<file path="config.mk">
export PLATFORM = sky130hd
export DESIGN_NAME = comma_aligner
export DESIGN_NICKNAME = d
export VERILOG_FILES = /design/src/rtl/comma_aligner_pkg.sv /design/src/rtl/ca_match.sv /design/src/rtl/ca_first.sv /design/src/rtl/ca_shift.sv /design/src/rtl/comma_aligner.sv
export SDC_FILE = /design/constraint.sdc
export NUM_CORES = 1
export LEC_CHECK = 0
export BUFFER_PORTS_ARGS = -buffer_cell sky130_fd_sc_hd__buf_2
export CAP_MARGIN = 40
export CORE_MARGIN = 5
export CORE_UTILIZATION = 25
export CTS_BUF_LIST = sky130_fd_sc_hd__clkbuf_16
export DETAILED_ROUTE_END_ITERATION = 8
export GPL_TIMING_DRIVEN = 0
export PLACE_DENSITY = 0.49
export SLEW_MARGIN = 20
export SYNTH_ARGS = -nofsm -noshare
export SYNTH_HDL_FRONTEND = slang
export SYNTH_SLANG_ARGS = --single-unit
</file>
<file path="constraint.sdc">
create_clock -name clk -period 8.5 [get_ports clk]
set_input_delay 0.425 -clock clk [delete_from_list [all_inputs] [get_ports clk]]
set_output_delay 0.425 -clock clk [all_outputs]
set_load 0.005 [all_outputs]
</file>
<file path="src/rtl/comma_aligner_pkg.sv">
package comma_aligner_pkg;
    typedef enum logic {
        ST_HUNT   = 1'b0,
        ST_LOCKED = 1'b1
    } align_state_e;
endpackage

</file>
<file path="src/rtl/ca_match.sv">
// Masked pattern compare at every start position of the search window.
module ca_match #(
    parameter int NPOS  = 20,
    parameter int PAT_W = 10,
    parameter int WIN_W = NPOS + PAT_W - 1,
    parameter logic [PAT_W-1:0] PAT = '0,
    parameter logic [PAT_W-1:0] MSK = '1
) (
    input  logic [WIN_W-1:0] win,
    output logic [NPOS-1:0]  hit
);
    for (genvar k = 0; k < NPOS; k++) begin : g_pos
        assign hit[k] = ((win[k +: PAT_W] ^ PAT) & MSK) == '0;
    end
endmodule

</file>
<file path="src/rtl/ca_first.sv">
// Lowest set request wins.
module ca_first #(
    parameter int N  = 20,
    parameter int IW = $clog2(N)
) (
    input  logic [N-1:0]  req,
    output logic          found,
    output logic [IW-1:0] idx
);
    always_comb begin
        found = 1'b0;
        idx   = '0;
        for (int i = N - 1; i >= 0; i--) begin
            if (req[i]) begin
                found = 1'b1;
                idx   = IW'(i);
            end
        end
    end
endmodule

</file>
<file path="src/rtl/ca_shift.sv">
// Offset-selected slice of the window.
module ca_shift #(
    parameter int NSEL  = 10,
    parameter int OUT_W = 20,
    parameter int SW    = $clog2(NSEL),
    parameter int WIN_W = NSEL - 1 + OUT_W
) (
    input  logic [WIN_W-1:0] win,
    input  logic [SW-1:0]    sel,
    output logic [OUT_W-1:0] dout
);
    always_comb begin
        dout = '0;
        for (int s = 0; s < NSEL; s++) begin
            if (sel == SW'(s)) dout = win[s +: OUT_W];
        end
    end
endmodule

</file>
<file path="src/rtl/comma_aligner.sv">
module comma_aligner
    import comma_aligner_pkg::*;
#(
    parameter int SYM_W = 10,
    parameter logic [SYM_W-1:0] PLUS_PAT  = 10'h17C,
    parameter logic [SYM_W-1:0] MINUS_PAT = 10'h283,
    parameter logic [SYM_W-1:0] CMP_MASK  = 10'h3FF,
    parameter bit DOUBLE = 1'b0
) (
    input  logic                       clk,
    input  logic                       rst_n,
    input  logic [2*SYM_W-1:0]         rx_word,
    input  logic                       plus_en,
    input  logic                       minus_en,
    output logic [2*SYM_W-1:0]         aligned_word,
    output logic [$clog2(SYM_W)-1:0]   lock_ofs,
    output logic                       aligned,
    output logic                       realign
);
    localparam int WORD_W = 2 * SYM_W;
    localparam int CW     = DOUBLE ? 2 * SYM_W : SYM_W;
    localparam int USE_W  = WORD_W - 1 + CW;
    localparam int SH_W   = SYM_W - 1 + WORD_W;
    localparam int POS_W  = $clog2(WORD_W);
    localparam int OFF_W  = $clog2(SYM_W);

    logic [WORD_W-1:0] prev_q;
    logic [USE_W-1:0]  win;
    logic [WORD_W-1:0] raw_hit, en_hit, on_edge;
    logic              en_found, raw_off;
    logic [POS_W-1:0]  first_k, k_red;
    logic [OFF_W-1:0]  ofs_q, ofs_nxt, ofs_cand;
    align_state_e      st_q, st_nxt;
    logic              re_nxt;
    logic [WORD_W-1:0] shifted;

    assign win = {rx_word[USE_W-WORD_W-1:0], prev_q};

    if (DOUBLE) begin : g_double
        logic [WORD_W-1:0] d_hit;
        ca_match #(.NPOS(WORD_W), .PAT_W(CW), .WIN_W(USE_W),
                   .PAT({MINUS_PAT, PLUS_PAT}), .MSK({CMP_MASK, CMP_MASK}))
            u_dbl (.win(win), .hit(d_hit));
        assign raw_hit = d_hit;
        assign en_hit  = (plus_en && minus_en) ? d_hit : '0;
    end else begin : g_single
        logic [WORD_W-1:0] p_hit, m_hit;
        ca_match #(.NPOS(WORD_W), .PAT_W(CW), .WIN_W(USE_W),
                   .PAT(PLUS_PAT), .MSK(CMP_MASK))
            u_plus (.win(win), .hit(p_hit));
        ca_match #(.NPOS(WORD_W), .PAT_W(CW), .WIN_W(USE_W),
                   .PAT(MINUS_PAT), .MSK(CMP_MASK))
            u_minus (.win(win), .hit(m_hit));
        assign raw_hit = p_hit | m_hit;
        assign en_hit  = (plus_en ? p_hit : '0) | (minus_en ? m_hit : '0);
    end

    ca_first #(.N(WORD_W), .IW(POS_W))
        u_first (.req(en_hit), .found(en_found), .idx(first_k));

    assign k_red    = (first_k >= POS_W'(SYM_W)) ? first_k - POS_W'(SYM_W) : first_k;
    assign ofs_cand = OFF_W'(k_red);

    always_comb begin
        for (int k = 0; k < WORD_W; k++) begin
            on_edge[k] = (k == int'(ofs_q)) || (k == int'(ofs_q) + SYM_W);
        end
    end
    assign raw_off = |(raw_hit & ~on_edge);

    // next-state and output decisions
    always_comb begin
        st_nxt  = st_q;
        ofs_nxt = ofs_q;
        re_nxt  = 1'b0;
        unique case (st_q)
            ST_HUNT: begin
                if (en_found) begin
                    if (ofs_cand == ofs_q) begin
                        st_nxt = ST_LOCKED;          // confirm
                    end else begin
                        ofs_nxt = ofs_cand;          // shift
                        re_nxt  = 1'b1;
                    end
                end
            end
            ST_LOCKED: begin
                if (en_found) begin
                    if (ofs_cand != ofs_q) begin
                        st_nxt  = ST_HUNT;           // shift
                        ofs_nxt = ofs_cand;
                        re_nxt  = 1'b1;
                    end
                end else if (raw_off) begin
                    st_nxt = ST_HUNT;                // slip
                end
            end
        endcase
    end

    ca_shift #(.NSEL(SYM_W), .OUT_W(WORD_W), .SW(OFF_W), .WIN_W(SH_W))
        u_shift (.win(win[SH_W-1:0]), .sel(ofs_nxt), .dout(shifted));

    // state register
    always_ff @(posedge clk) begin
        if (!rst_n) begin
            st_q         <= ST_HUNT;
            ofs_q        <= '0;
            realign      <= 1'b0;
            prev_q       <= '0;
            aligned_word <= '0;
        end else begin
            st_q         <= st_nxt;
            ofs_q        <= ofs_nxt;
            realign      <= re_nxt;
            prev_q       <= rx_word;
            aligned_word <= shifted;
        end
    end

    assign aligned  = (st_q == ST_LOCKED);
    assign lock_ofs = ofs_q;

    // a window move never leaves the lock flag high
    assert_realign_unlocks_R5: assert property (@(posedge clk) disable iff (!rst_n)
        realign |-> !aligned);
    // a pulse always coincides with a new offset
    assert_realign_moves_R5: assert property (@(posedge clk) disable iff (!rst_n)
        realign |-> (lock_ofs != $past(lock_ofs)));
    // with both enables low nothing moves
    assert_frozen_offset_R7: assert property (@(posedge clk) disable iff (!rst_n)
        (!plus_en && !minus_en) |=> ($stable(lock_ofs) && !realign));
    // lock is only gained through an enabled comma
    assert_lock_needs_enable_R3: assert property (@(posedge clk) disable iff (!rst_n)
        $rose(aligned) |-> $past(plus_en || minus_en));
    if (DOUBLE) begin : g_pair_chk
        // paired enables in double mode
        assert_enable_pair_R8: assert property (@(posedge clk) disable iff (!rst_n)
            plus_en == minus_en);
    end
endmodule

</file>
After elaboration in Yosys (flattened, before gate mapping)
Cells that the tools add are included.
{"block": "op_classes", "n_addsub": 2, "order_cmp": 1, "n_eq_ne": 45, "n_mux": 69, "n_bitwise": 45, "reduce_logical": 60}
{"cell": "logical NOT 10 bit", "n": 40}
{"cell": "equality test 5 x 32 -> 1 bit, first input constant", "n": 8}
{"cell": "two-way mux 20 bit", "n": 12}
{"cell": "equality test 4 x 32 -> 1 bit, first input constant", "n": 4}
{"cell": "inverter 6 bit", "n": 20}
{"cell": "two-way mux 5 bit", "n": 20}
{"cell": "equality test 6 x 32 -> 1 bit, first input constant", "n": 3}
{"cell": "inverter 4 bit", "n": 20}
{"cell": "equality test 3 x 32 -> 1 bit, first input constant", "n": 2}
{"cell": "OR 20 bit", "n": 2}
{"cell": "equality test 2 x 32 -> 1 bit, first input constant", "n": 1}
{"cell": "equality test 4 bit, first input constant", "n": 8}
{"cell": "logical NOT 32 bit", "n": 1}
{"cell": "two-way mux 1 bit", "n": 29}
{"cell": "AND 20 bit", "n": 1}
{"cell": "two-way mux 4 bit", "n": 5}
{"cell": "inverter 20 bit", "n": 1}
{"cell": "OR reduction 20 bit", "n": 1}
{"cell": "equality test 3 x 4 -> 1 bit, first input constant", "n": 4}
{"cell": "equality test 4 x 3 -> 1 bit, second input constant", "n": 4}
{"cell": "logical OR 1 bit", "n": 16}
{"cell": "equality test 2 x 4 -> 1 bit, first input constant", "n": 2}
{"cell": "equality test 4 x 2 -> 1 bit, second input constant", "n": 2}
{"cell": "equality test 4 bit, second input constant", "n": 2}
{"cell": "12 further kinds", "n": 14}
{"block": "totals", "reg_bits": 46, "input_bits": 24, "out_inout_bits": 26, "word_cells": 227}

Longest topological paths before layout
{"block": "logic_depth", "ltp_word": 41, "mapped_depth": 20, "depth_no_buf": 15}

Hierarchy
A second synthesis with hierarchy kept.
{"block": "hier_totals", "hier_cells": 662, "hier_area_um2": 4982.3}
{"module": "comma_aligner", "n_inst": 1, "cells_per_inst": 251, "area_per_inst_um2": 2258.4, "seq_area_each_um2": 920.9}
{"module": "ca_shift", "n_inst": 1, "cells_per_inst": 255, "area_per_inst_um2": 1577.8, "seq_area_each_um2": 0.0}
{"module": "ca_match at g_single.u_minus", "n_inst": 1, "cells_per_inst": 59, "area_per_inst_um2": 479.2, "seq_area_each_um2": 0.0}
{"module": "ca_match at g_single.u_plus", "n_inst": 1, "cells_per_inst": 58, "area_per_inst_um2": 435.4, "seq_area_each_um2": 0.0}
{"module": "ca_first", "n_inst": 1, "cells_per_inst": 39, "area_per_inst_um2": 231.5, "seq_area_each_um2": 0.0}

Worst setup path after synthesis
Ideal clock, no wire load.
{"block": "synth_timing", "path_type": "input port to flip-flop", "start": "input port rx_word[1]", "end": "register aligned_word[8]", "setup_time_ns": 0.134, "arrival_ns": 4.069, "required_ns": 8.366, "path_slack_ns": 4.297, "path_stages": 18, "n_path_buf": 3, "path_cell_list": "buf_2 > or4b_2 > or2_1 > o22ai_1 > or4_1 > o211a_1 > nor2_1 > ha_1 > a21boi_1 > or4b_1 > o211ai_1 > buf_4 > nor2_1 > nand2_2 > clkbuf_1 > nor2_1 > a221oi_1 > o22ai_1"}
{"block": "synth_between", "elab_chain_len": 41, "word_cells_on_any_way": 97, "classes_between": "1 x add/sub; 1 x order compare; 11 x eq/ne; 58 x mux; 9 x bitwise; 17 x reduce/logical"}
{"element": "start: declaration", "line_no": "comma_aligner.sv:12", "source": "input logic [2*SYM_W-1:0] rx_word,"}
{"element": "inverter 6 bit (no line)"}
{"element": "logical NOT 10 bit", "line_no": "ca_match.sv:13", "source": "assign hit[k] = ((win[k +: PAT_W] ^ PAT) & MSK) == '0;"}
{"element": "two-way mux 20 bit", "line_no": "comma_aligner.sv:55", "source": "assign en_hit = (plus_en ? p_hit : '0) | (minus_en ? m_hit : '0);"}
{"element": "OR 20 bit (*)", "line_no": "comma_aligner.sv:55"}
{"element": "two-way mux 5 bit (20 in a row)", "line_no": "ca_first.sv:14", "source": "if (req[i]) begin"}
{"element": "subtractor 4 bit or >= comparator 5 x 4 -> 1 bit (tied branches)", "line_no": "comma_aligner.sv:61", "source": "assign k_red = (first_k >= POS_W'(SYM_W)) ? first_k - POS_W'(SYM_W) : first_k;"}
{"element": "two-way mux 4 bit", "line_no": "comma_aligner.sv:61"}
{"element": "!= test 4 bit or equality test 4 bit (tied branches)", "line_no": "comma_aligner.sv:89, comma_aligner.sv:79"}
{"element": "two-way mux 4 bit, on equally long branches", "line_no": "comma_aligner.sv:89, comma_aligner.sv:79"}
{"element": "two-way mux 4 bit, on equally long branches", "line_no": "comma_aligner.sv:88, comma_aligner.sv:78"}
{"element": "case mux 4 bit (2 select lines) (*)", "line_no": "comma_aligner.sv:76", "source": "unique case (st_q)"}
{"element": "logical NOT 4 bit", "line_no": "ca_shift.sv:15", "source": "if (sel == SW'(s)) dout = win[s +: OUT_W];"}
{"element": "two-way mux 20 bit (9 in a row)", "line_no": "ca_shift.sv:15"}
{"element": "two-way mux 20 bit (*)", "line_no": "ca_shift.sv:15"}
{"element": "end signal: assignment", "line_no": "comma_aligner.sv:117", "source": "aligned_word <= shifted;"}
{"element": "end: declaration", "line_no": "comma_aligner.sv:15", "source": "output logic [2*SYM_W-1:0] aligned_word,"}
Mark *: on every way between the ends. The rest lies on a longest branch, timed or not.
A chain may end at the register's enable or synchronous reset.

Final worst setup path
{"block": "layout_timing", "start": "register prev_q[14]", "end": "register aligned_word[6]"}
{"block": "layout_between", "elab_chain_len": 36, "word_cells_on_any_way": 93, "classes_between": "1 x add/sub; 1 x order compare; 11 x eq/ne; 48 x mux; 11 x bitwise; 21 x reduce/logical"}
{"element": "start: declaration", "line_no": "comma_aligner.sv:27", "source": "logic [WORD_W-1:0] prev_q;"}
{"element": "start signal: assignment", "line_no": "comma_aligner.sv:116", "source": "prev_q <= rx_word;"}
{"element": "inverter 4 bit (no line)"}
{"element": "logical NOT 10 bit", "line_no": "ca_match.sv:13"}
{"element": "two-way mux 20 bit", "line_no": "comma_aligner.sv:55"}
{"element": "OR 20 bit", "line_no": "comma_aligner.sv:55"}
{"element": "two-way mux 5 bit (15 in a row)", "line_no": "ca_first.sv:14"}
{"element": "subtractor 4 bit or >= comparator 5 x 4 -> 1 bit (tied branches)", "line_no": "comma_aligner.sv:61"}
{"element": "two-way mux 4 bit", "line_no": "comma_aligner.sv:61"}
{"element": "!= test 4 bit or equality test 4 bit (tied branches)", "line_no": "comma_aligner.sv:89, comma_aligner.sv:79"}
{"element": "two-way mux 4 bit, on equally long branches", "line_no": "comma_aligner.sv:89, comma_aligner.sv:79"}
{"element": "two-way mux 4 bit, on equally long branches", "line_no": "comma_aligner.sv:88, comma_aligner.sv:78"}
{"element": "case mux 4 bit (2 select lines)", "line_no": "comma_aligner.sv:76"}
{"element": "logical NOT 4 bit", "line_no": "ca_shift.sv:15"}
{"element": "two-way mux 20 bit (9 in a row)", "line_no": "ca_shift.sv:15"}
{"element": "two-way mux 20 bit (*)", "line_no": "ca_shift.sv:15"}
Marked as above.

==> out/metrics.yaml <==
ys_types: 75
dp_hpwl_um: 15860
seq_power_share_pct: 39.4
core-area_mm2: 0.01946
yosys-top-cells-area: "dfxtp_1 19%, mux2i_1 5.7%, o22ai_1 4.4%, o21ai_0 3.9%, nor2_1 3.9%"
worst-setup-path-type: "flip-flop to flip-flop"
die_h_um: 150.6
overflow: 0
clkLatencyLatePin_ns: 0.31
ctsRootBufferMaster: "clkbuf_16"
required_ns: 8.66
powerDensity_mw_per_mm2: 105.1
end_kind: "flip-flop"
via_per_inst: 5.930
cp_slowest_cell: "a211oi_4"
cp_slowest_stage_delay_ns: 0.59
drive_gt1_share_pct: 17.95
htree_levels: 2
vias: 5900
peakVddDrop_v: 0.00007996
synth_top_area_share_pct: 18.63
postCtsSetupRepairBufs: 0
antenna_found_initial: 0
cts_buffers: 5
rsz0062_at_grt: "false"
dr.first_iter.drc_count: 803
cp.arrival_ns: 5.34
power_frac_comb_pct: 25.1
slew_headroom_pct: 44.91
hold_class: "input pin to flip-flop"
final_hold_viol_count: 0
p_switching_uw: 202.3
post_cts_resized: 0
grt_pass1_vias: 5582
gp_congestion: 0.9659
cp_max_fo: 10
grt_usage_pct: 18.25
wl_per_cell_um: 21.09
tightest_slew_ns: 0.8188
synth_area_mm2: 0.004943
yosysWarnings: 0
fp.dieW_um: 150.6
cts_sinks: 46
async_reset_ff_share_pct: 0
clockBufferDepth: 2
intPower_uw: 394.5
fin_crit_ns: 5.181
std_cell_rows: 51
pwr-share-clk_pct: 35.5
grt_pass1_wl_um: 32380
cts_tree: "done"
fin_nets: 755
skew_ns: 0.009123
synth-seq-cells: 46
first_pass_iters: 7
p_leak_nw: 2.061
synth_area_leader_cell: "dfxtp_1"
critical_path.startpoint_type: "flip-flop"
antenna_cells: 0
dieArea_mm2: 0.02269
synth-seq-area-share_pct: 18.63
synthesis.nets: 699
start_util_pct: 25.40
max-cap-violations: 0
switching_share_pct: 33.90
fin_setup_tns_ns: 0
slew_violations: 0
crit_chain: "clkbuf_1 > clkbuf_1 > nor3b_1 > nand4_1 > o21ai_0 > or4_1 > o211a_1 > nor2_1 > ha_1 > a21boi_1 > nor3b_2 > nor3_1 > a211oi_4 > nand2b_1 > nor2_1 > buf_2 > a221oi_1 > o22ai_1"
drtAntennaViolNets: 0
synth_flop_cell: "dfxtp_1"
netlist_instances: 673
ios: 50
clkTransAtPathRegs_ns: 0.07
yosys-top-cells-count: "52 x nor2_1, 46 x dfxtp_1, 39 x o21ai_0"
cts_hold_buffers: 0
drt_wl_total_um: 20980
avgSynthCellArea_um2: 7.345
period_share_pct: 60.95
synthToLayoutAreaGrowth_pct: 14.91
fillCellCount: 2132
dp_slack_ns: 3.290
grt_max_degree: 18
final-setup-viol-count: 0
whs_ns: 0.3240
max_freq_ghz: 0.1930
status: "finished, final reports clean"
synth_edf_count: 0
drc: 0
synth.most_common_cell: "nor2_1"
port_buffers: 46
setup_ws_ns: 3.319
==> placed cells by master, fill, tap and decap left out, types with 5 or more instances in the layout <==
cell type and count:
a211oi_1 5, or2_2 9, nand4_1 15, mux2i_1 28, a31oi_1 12, o22ai_1 35
nor4b_1 8, dfxtp_1 46, nand3_1 22, o31ai_1 6, nand2_1 33, nand4b_1 13
o21ai_0 39, or4_1 12, nor4_1 13, clkbuf_16 5, nand2b_1 12, o21ai_1 5
mux2_2 15, or3_1 7, and4b_1 7, inv_1 11, nand3b_1 6, nor2_1 52
and3_1 8, nor3_1 13, buf_4 5, and2_1 28, a211o_1 5, buf_2 78
clkbuf_1 35, nor2b_1 14, a21oi_1 26, a221oi_1 15
==> sequential cells by signal, indices dropped and copies added, names as in the netlist <==
register and count:
realign 1, aligned_word 20, aligned 1, lock_ofs 4, prev_q 20
==> path summary, 6_finish.rpt <==
| kind | startpoint | to | slack (ns) | cells past startpoint |
|---|---|---|---|---|
| setup / recovery | prev_q[14]$_SDFF_PN0_ | aligned_word[6]$_SDFF_PN0_ | 3.32 | 18 |
| hold / removal | rx_word[14] | prev_q[14]$_SDFF_PN0_ | 0.32 | 2 |
| setup reg to reg | prev_q[14]$_SDFF_PN0_ | aligned_word[6]$_SDFF_PN0_ | 3.32 | 18 |
| hold reg to reg | prev_q[5]$_SDFF_PN0_ | aligned_word[1]$_SDFF_PN0_ | 0.81 | 3 |
==> cell type report <==
| type | count | area, um^2 | area share (%) |
|---|---|---|---|
| multi-input cells | 544 | 3655 | 64.34 |
| inverters | 11 | 41.29 | 0.7269 |
| plain buffers | 72 | 326.6 | 5.749 |
| clock buffers | 5 | 125.1 | 2.203 |
| repair buffers | 49 | 251.5 | 4.427 |
| well taps | 265 | 331.6 | 5.837 |
| clock inverters | 3 | 28.78 | 0.5066 |
| flip-flops and latches | 46 | 920.9 | 16.21 |
==> power by group through the flow <==
stage	registers, mW	logic [mW]	clock network (mW)
floorplan	0.239	0.0932	0
global placement	0.240	0.147	0
detailed placement	0.240	0.145	0
CTS	0.235	0.145	0.218
global route	0.237	0.162	0.228
finish	0.235	0.150	0.212
==> metrics by stage <==
stage               instances  utilization [%]  area [um^2]  power (mW)
finish                    995            29.19         5680      0.5967
global route              995            29.19         5680      0.6269
CTS                       995            29.19         5680      0.5984
detailed placement        987            28.40         5527      0.3847
global placement          984            28.29         5505      0.3870
floorplan                 673                -         4943      0.3320
==> critical path, delay by kind of cell, from the launching register on <==
| kind | cells | cell delay [ns] |
|---|---|---|
| buffers and inverters | 3 | 1.04 |
| flip-flops | 1 | 0.31 |
| AND/OR/NAND/NOR | 8 | 1.65 |
| adder cells (fa/ha/maj) | 1 | 0.26 |
| AO/OA/AOI/OAI | 6 | 1.76 |
==> kinds of logic after synthesis <==
family | Yosys count | share of synthesized area, %
AO/OA/AOI/OAI | 193 | 26.53
XOR/XNOR | 4 | 0.7086
adder cells (fa/ha/maj) | 2 | 0.5061
buffers and inverters | 83 | 7.441
flip-flops | 46 | 18.63
multiplexers | 43 | 9.086
AND/OR/NAND/NOR | 302 | 37.10
==> routing by layer <==
| layer | track usage (%) | routed length [um] | up-vias |
|---|---|---|---|
| met1 | 26.58 | 9453 | 2747 |
| li1 | - | - | 2703 |
| met2 | 26.84 | 8677 | 401 |
| met4 | 5.666 | 612 | 0 |
| met5 | 0 | 0 | - |
| met3 | 3.763 | 2238 | 49 |
Power figures use the tool's default switching activity.
